## config.mk

```make
export PLATFORM = sky130hd
export DESIGN_NAME = os_timer_chan
export DESIGN_NICKNAME = d
export VERILOG_FILES = /design/src/rtl/os_timer_chan.sv
export SDC_FILE = /design/constraint.sdc
export NUM_CORES = 1
export LEC_CHECK = 0
export BUFFER_PORTS_ARGS = -buffer_cell sky130_fd_sc_hd__buf_2
export CAP_MARGIN = 15
export CORE_ASPECT_RATIO = 1.2
export CORE_MARGIN = 4
export CORE_UTILIZATION = 63
export DETAILED_ROUTE_END_ITERATION = 6
export GPL_ROUTABILITY_DRIVEN = 1
export PLACE_DENSITY_LB_ADDON = 0.12
export SLEW_MARGIN = 10
export SYNTH_ARGS = -nofsm -noshare
export SYNTH_HDL_FRONTEND = slang
export SYNTH_SLANG_ARGS = --single-unit
```

## constraint.sdc

```tcl
create_clock -name clk -period 5 [get_ports clk]
set_input_delay 0 -clock clk [delete_from_list [all_inputs] [get_ports clk]]
set_output_delay 0 -clock clk [all_outputs]
set_load 0.01 [all_outputs]
```

## src/rtl/os_timer_chan.sv

```systemverilog
module os_timer_chan #(
  parameter int ADDR_W = 6
) (
  input  logic              clk,
  input  logic              rst_n,
  input  logic              bus_sel,
  input  logic              bus_we,
  input  logic [ADDR_W-1:0] bus_addr,
  input  logic [3:0]        bus_be,
  input  logic [31:0]       bus_wdata,
  output logic [31:0]       bus_rdata,
  output logic              irq
);
  localparam int WA_W = ADDR_W - 2;
  localparam logic [WA_W-1:0] W_CMP   = WA_W'(0);
  localparam logic [WA_W-1:0] W_CNT   = WA_W'(1);
  localparam logic [WA_W-1:0] W_STAT  = WA_W'(4);
  localparam logic [WA_W-1:0] W_START = WA_W'(5);
  localparam logic [WA_W-1:0] W_STOP  = WA_W'(6);
  localparam logic [WA_W-1:0] W_CTL   = WA_W'(8);

  logic [31:0] cmp_q, cnt_q;
  logic        en_q, mode_q, stop_pend_q, irq_q;

  wire [WA_W-1:0] word = bus_addr[ADDR_W-1:2];
  wire wr        = bus_sel & bus_we;
  wire trig_b0   = wr & bus_be[0] & bus_wdata[0];
  wire start_go  = trig_b0 & (word == W_START) & ~en_q;
  wire stop_hit  = trig_b0 & (word == W_STOP) & en_q;
  wire cfg_wr    = wr & ~en_q;
  wire event_now = mode_q ? (cnt_q == cmp_q) : (cnt_q == 32'd0);

  for (genvar b = 0; b < 4; b++) begin : g_cmp_byte
    always_ff @(posedge clk) begin
      if (!rst_n)
        cmp_q[8*b +: 8] <= 8'd0;
      else if (cfg_wr && word == W_CMP && bus_be[b])
        cmp_q[8*b +: 8] <= bus_wdata[8*b +: 8];
    end
  end

  always_ff @(posedge clk) begin
    if (!rst_n) begin
      mode_q      <= 1'b0;
      en_q        <= 1'b0;
      stop_pend_q <= 1'b0;
      cnt_q       <= 32'd0;
      irq_q       <= 1'b0;
    end else begin
      if (cfg_wr && word == W_CTL && bus_be[0])
        mode_q <= bus_wdata[1];
      stop_pend_q <= stop_hit;
      if (start_go)
        en_q <= 1'b1;
      else if (stop_pend_q)
        en_q <= 1'b0;
      if (start_go)
        cnt_q <= mode_q ? 32'd0 : cmp_q;
      else if (en_q)
        cnt_q <= mode_q ? cnt_q + 32'd1 : (event_now ? cmp_q : cnt_q - 32'd1);
      irq_q <= en_q & event_now;
    end
  end

  assign irq = irq_q & en_q;

  always_comb begin
    case (word)
      W_CMP:   bus_rdata = cmp_q;
      W_CNT:   bus_rdata = cnt_q;
      W_STAT:  bus_rdata = {31'd0, en_q};
      W_CTL:   bus_rdata = {30'd0, mode_q, 1'b0};
      default: bus_rdata = 32'd0;
    endcase
  end

  assert_start_enables_R2: assert property (@(posedge clk) disable iff (!rst_n)
    (trig_b0 && word == W_START && !en_q) |=> en_q);
  assert_stop_two_edges_R3: assert property (@(posedge clk) disable iff (!rst_n)
    (trig_b0 && word == W_STOP && en_q) |=> (en_q ##1 !en_q));
  assert_cfg_locked_R8: assert property (@(posedge clk) disable iff (!rst_n)
    en_q |=> ($stable(cmp_q) && $stable(mode_q)));
  assert_interval_reload_R5: assert property (@(posedge clk) disable iff (!rst_n)
    (irq && !mode_q) |-> (cnt_q == cmp_q));
  assert_freerun_step_R6: assert property (@(posedge clk) disable iff (!rst_n)
    (en_q && mode_q && !stop_pend_q) |=> (cnt_q == $past(cnt_q) + 32'd1));
  assert_freerun_match_R7: assert property (@(posedge clk) disable iff (!rst_n)
    (irq && mode_q) |-> (cnt_q == cmp_q + 32'd1));
  assert_idle_frozen_R3: assert property (@(posedge clk) disable iff (!rst_n)
    (!en_q && !start_go) |=> $stable(cnt_q));
endmodule

```

==> flow_summary.yaml, run 1 <==
sta:
  slew_violations: 0
  hold_viol: 0
  slew_headroom_pct: 36.4
  fin_setup_tns_ns: 0
  rsz0062_at_grt: "no"
  finalClockSkew_ns: 0.0101
  period_needed_ns: 3.03
  setup_violations: 0
  finalCritPeriodShare_pct: 60.6
  max_slew.worst_pin.slew_ns: 0.945
  max_freq_mhz: 330
worst_hold_path:
  hold_end: "cmp_q[10]"
  min_from: "bus_be[1]"
  min_path_cells: 3
  min_path_type: "in2reg"
setup_path:
  r2r-start: "en_q"
  slowest_delay_ns: 0.71
  cp_common_cell: "buf_4"
  critPathTopFamily: "buffers and inverters"
  cp.arrival_ns: 3.31
  required_ns: 5.28
  cp-end-kind: "flip-flop"
  timing.rr.end: "cmp_q[8]"
  r2r_slack_ns: 1.97
  crit_chain: "buf_4 -> inv_1 -> and3_1 -> and2_0 -> buf_4 -> nand3_1 -> dlygate4sd3_1 -> a21oi_1"
  critical_path_class: "reg2reg"
  reg2reg_depth: 8
  worstSetupStartpointType: "flip-flop"
  crit_fanout: 46
  worst_path_max_delay_cell: "inv_1"
  cp_num_buf_inv: 4
clocking:
  clkSinkCount: 68
  ctsHoldBuffers: 57
  worst_skew_pair.late_latency_ns: 0.36
  h-tree-depth: 3
  cts_resized: 0
  root_buffer: "clkbuf_8"
  cts_tree: "done"
  cts_buffers: 9
  clk_path_buf_depth: 2
  clk_pin_slew_ns: 0.09
  cts_post_setup_buffers_inserted: 0
placement:
  globalplace.congestion: 0.984
  placedCellCount: 862
  dpl.hpwl_um: 12400
  portBuffers: 76
global_route:
  gr-total-overflow: 0
  grt_start_max_net_pins: 47
  antenna_found_initial: 1
  grt_usage_pct: 39.0
  grt_pass1_vias: 6207
  grt_pass1_wl_um: 32100
layout:
  drive_gt1_share_pct: 16.4
  final_cell_mix: "nand2_1 (77), buf_2 (76), a21oi_1 (69)"
  synthToLayoutAreaGrowth_pct: 18.7
  multi_input_area_sq_mm: 0.00373
  area.sequential_sq_mm: 0.00136
  fill_cells: 609
  fin_cells: 936
  layout_commonest_cell: "nand2_1"
  fin_nets: 862
logic_synthesis:
  ys.flop_type: "dfxtp_1"
  syn_area_per_cell_sq_um: 7.44
  ys_seq_area_share_pct: 24.6
  synth_edf_count: 0
  syn_area_sq_mm: 0.00552
  ys_types: 72
  syn-num-nets: 791
  yosys_register_bits: 68
  syn_inst: 742
  async_flop_share_pct: 0
  yosys_warnings: 0
power:
  vdd_drop_max_mv: 0.184
  p_per_area_mw_per_mm2: 201
  fin_total_pwr_mw: 1.32
  p_leak_nw: 2.50
floorplan:
  die_w_um: 93.5
  ios: 79
  die_height_um: 111
  dieArea_sq_mm: 0.0103
  num_rows: 37
  initial_core_util_pct: 64.5
  core_region_area_sq_mm: 0.00856
drt:
  ant_nets: 0
  drt_iter0_drc: 829
  via_count: 6471
  wl_per_cell_um: 21.9
  drc_errors: 0
  wl_um: 20500
  viasPerCell: 6.91
  first_pass_iters: 6
run_status:
  status: "finished, final reports clean"
run:
  drv_cap: 0
==> where the power goes <==
part           total [mW]  leakage [nW]  internal, mW  switching [mW]
logic               0.198          1.83        0.0810           0.117
registers           0.551         0.548         0.544         0.00703
clock network       0.573         0.120         0.333           0.240
total                1.32          2.50         0.957           0.364
==> synthesized netlist by cell type (all sizes together) (2+ instances only) <==
library cell  instances  area (sq um)
or4                   7          63.8
xnor2                51           447
a21o                  3          22.5
a22oi                 9          67.6
and2                  3          18.8
o221ai                3          26.3
a22o                 32           280
a31oi                12          75.1
o211ai                2          15.0
nor2                 54           205
xor2                 21           184
o311a                 3          30.0
nand2                78           309
mux2i                10           100
and4                  2          17.5
o31ai                 5          37.5
o21a                  2          15.0
o41ai                 3          26.3
inv                  15          56.3
and3                 16           100
a221oi               12           105
dfxtp                68          1360
a211o                 2          17.5
a211oi               13           103
nand3                42           215
a21oi                69           345
or2                   2          12.5
nor4                 24           215
nor4b                 2          23.8
clkbuf               59           223
nand4                17           140
nor3                 22           125
o21ai                25           125
or3                   9          56.3
a31o                  3          26.3
buf                  23           158
ha                    3          37.5
==> sequential cells by signal, indices dropped and copies added, names as in the netlist <==
| register | count |
|---|---|
| irq_q | 1 |
| mode_q | 1 |
| stop_pend_q | 1 |
| cnt_q | 32 |
| cmp_q | 32 |
| en_q | 1 |
==> worst max-delay path by stage <==
stage	startpoint	end	slack, ns	cells after the start
6_report	en_q	cmp_q[8]	1.97	8
3_5_place_dp	cnt_q[2]	cnt_q[21]	2.08	5
5_1_grt	cnt_q[2]	cnt_q[23]	1.85	6
2_1_floorplan	cnt_q[10]	cnt_q[20]	2.80	7
4_1_cts	cnt_q[2]	cnt_q[21]	2.05	5
3_3_place_gp	cnt_q[2]	cnt_q[21]	2.11	5
==> kinds of logic after synthesis <==
group / share of synthesized area, %
DFF: 24.6
buffers and inverters: 7.90
xor gates and xnor gates: 11.4
adders and majority gates: 0.680
muxes: 2.02
and+or+nand+nor: 27.9
AOI/OAI and AO/OA: 25.4
==> per-stage QoR <==
stage                     setup WS (ns)  utilization [%]  hold WS (ns)  cell area (sq um)
after floorplan                    2.80                -        0.0507               5520
after global placement             2.11             67.1         0.234               5740
after detailed placement           2.08             67.1         0.241               5740
after CTS                          2.05             76.5       0.00263               6560
after global routing               1.85             76.6        0.0343               6560
final                              1.97             76.6        0.0248               6560
==> routing by layer <==
metal	wire length, um	vias up	GRT usage [%]
li1	-	2852	-
met2	9760	471	64.2
met4	1420	0	24.8
met1	7250	3043	46.1
met5	0	-	0
met3	2030	105	6.61
==> final cells by class <==
class                           count  share of cell area (%)
Clock inverter                      6                    1.72
Timing Repair Buffer              142                    15.5
Tap cell                          117                    2.23
Sequential cell                    68                    20.8
Multi-Input combinational cell    577                    56.9
Antenna cell                        1                  0.0382
Clock buffer                       10                    1.95
Inverter                           15                   0.859
==> tightest hold or removal path, cell delays in order <==
cell and delay [ns]:
buf_2 0.15, nand3_1 0.11, a21oi_1 0.07
Note: power is estimated with default switching activity, not from simulation.
==> run 2: changes to the inputs <==
CORE_UTILIZATION = 59   (was 63)
clock period = 3.1 ns   (was 5 ns; I/O delays follow)
==> run 2 against run 1 <==
Effect of this change:
- sequential cell count stayed put
- largest power group is now registers
- register-to-register slack worse by 1.5 ns
- final area is 1.4% higher
- critical endpoint is now cmp_q[31]
- via count is 0.60% lower
==> flow_summary.yaml, run 2 (synthesis results as in run 1) <==
floorplan:
  num_rows: 38
  dieArea_sq_mm: 0.0110
  core_region_area_sq_mm: 0.00908
  die_w_um: 96.3
  ios: 79
  die_height_um: 114
  initial_core_util_pct: 60.8
global_route:
  use_met1_pct: 45.0
  gr-max-usage-layer: "met2"
  grt_pass1_wl_um: 32600
  grt_start_max_net_pins: 47
  grtUsageMet3_pct: 7.12
  grtUsageMet2_pct: 64.3
  grt_pass1_vias: 6114
  gr-total-overflow: 0
  antenna_found_initial: 0
  grt_usage_pct: 38.5
sta:
  hold_viol: 0
  slew_headroom_pct: 30.0
  rsz0062_at_grt: "no"
  slew_violations: 0
  finalCritPeriodShare_pct: 85.1
  setup_violations: 0
  period_needed_ns: 2.64
  max_freq_mhz: 379
  finalClockSkew_ns: 0.0141
  max_slew.worst_pin.slew_ns: 1.05
  fin_setup_tns_ns: 0
setup_path:
  cp_num_buf_inv: 3
  required_ns: 3.39
  critPathTopFamily: "simple AND/OR/NAND/NOR gates"
  slowest_delay_ns: 0.84
  cp-end-kind: "flip-flop"
  worst_path_max_delay_cell: "and2_0"
  cp.arrival_ns: 2.93
  crit_fanout: 21
  critical_path_class: "reg2reg"
  crit_chain: "inv_1 -> and3_1 -> and2_0 -> buf_4 -> nand3_1 -> dlygate4sd3_1 -> a21oi_1"
  worstSetupStartpointType: "flip-flop"
clocking:
  clk_path_buf_depth: 2
  clkSinkCount: 68
  cts_tree: "done"
  cts_buffers: 9
  h-tree-depth: 3
  worst_skew_pair.late_latency_ns: 0.37
  clk_pin_slew_ns: 0.08
  cts_post_setup_buffers_inserted: 0
  root_buffer: "clkbuf_8"
power:
  p_per_area_mw_per_mm2: 306
  vdd_drop_max_mv: 0.257
  p_leak_nw: 2.57
worst_hold_path:
  min_path_type: "in2reg"
layout:
  diodes: 0
  largestRegisters: "cmp_q (32), cnt_q (32)"
  fin_nets: 879
  area.sequential_sq_mm: 0.00136
  multi_input_area_sq_mm: 0.00373
  synthToLayoutAreaGrowth_pct: 20.4
  layout_commonest_cell: "nand2_1"
  final_cell_mix: "nand2_1 (77), buf_2 (76), a21oi_1 (69)"
  final_cell_area_sq_mm: 0.00665
  fill_cells: 719
  drive_gt1_share_pct: 18.0
drt:
  wl_per_cell_um: 21.6
  ant_nets: 0
  viasPerCell: 6.74
  drc_errors: 0
  drt_iter0_drc: 757
  first_pass_iters: 6
  via_count: 6432
  wl_um: 20600
placement:
  place_area_sq_mm: 0.00588
  globalplace.congestion: 0.961
  dpl.hpwl_um: 13100
  portBuffers: 76
run:
  drv_cap: 0
run_status:
  status: "finished, final reports clean"
==> run 2: power by group <==
| group | switching (mW) | internal (mW) |
|---|---|---|
| Clock | 0.377 | 0.446 |
| Sequential | 0.00974 | 0.877 |
| Combinational | 0.189 | 0.139 |
==> run 2: cell type report <==
class | instances | area share, %
clock inverters | 5 | 1.17
clock buffers | 10 | 1.92
flip-flops and latches | 68 | 20.5
repair buffers | 159 | 17.2
well taps | 120 | 2.26
inverters | 15 | 0.847
multi-input cells | 577 | 56.1
==> run 2: worst paths after layout <==
kind | from | to | slack [ns] | cells after the start
max | en_q | cmp_q[31] | 0.46 | 7
min | bus_be[3] | cmp_q[27] | 0.008 | 3
max reg2reg | en_q | cmp_q[31] | 0.46 | 7
min reg2reg | cmp_q[3] | cnt_q[3] | 0.52 | 2
==> run 2: tightest hold or removal path, delay by kind of cell <==
kind / cells / cell delay, ns
buf+inv: 1 / 0.16
simple gates: 1 / 0.10
compound gates: 1 / 0.07
==> run 2: through the flow <==
step	utilization [%]	hold WS [ns]	worst slack (ns)	std cells	total power, mW
floorplan	-	0.0507	0.904	742	1.10
global placement	64.7	0.232	0.599	882	1.18
detailed placement	64.7	0.245	0.534	882	1.19
CTS	73.2	0.00343	0.503	954	2.02
global route	73.2	0.0438	0.268	954	2.10
finish	73.2	0.00829	0.462	954	2.04
==> run 2: layer usage <==
layer  wire length (um)  up-vias  share of wire, %
met3               1790      106               8.7
met4               1270        0               6.2
met1               7470     3061                36
met2              10000      395                49
li1                   -     2870                 -
met5                  0        -                 0
==> run 2: what timing repair did <==
action | CTS | global route
endpoints found under the hold margin | 34 | 0
gates resized for setup | 0 | 0
endpoints found under the setup margin | 0 | 0
hold buffers | 57 | 0
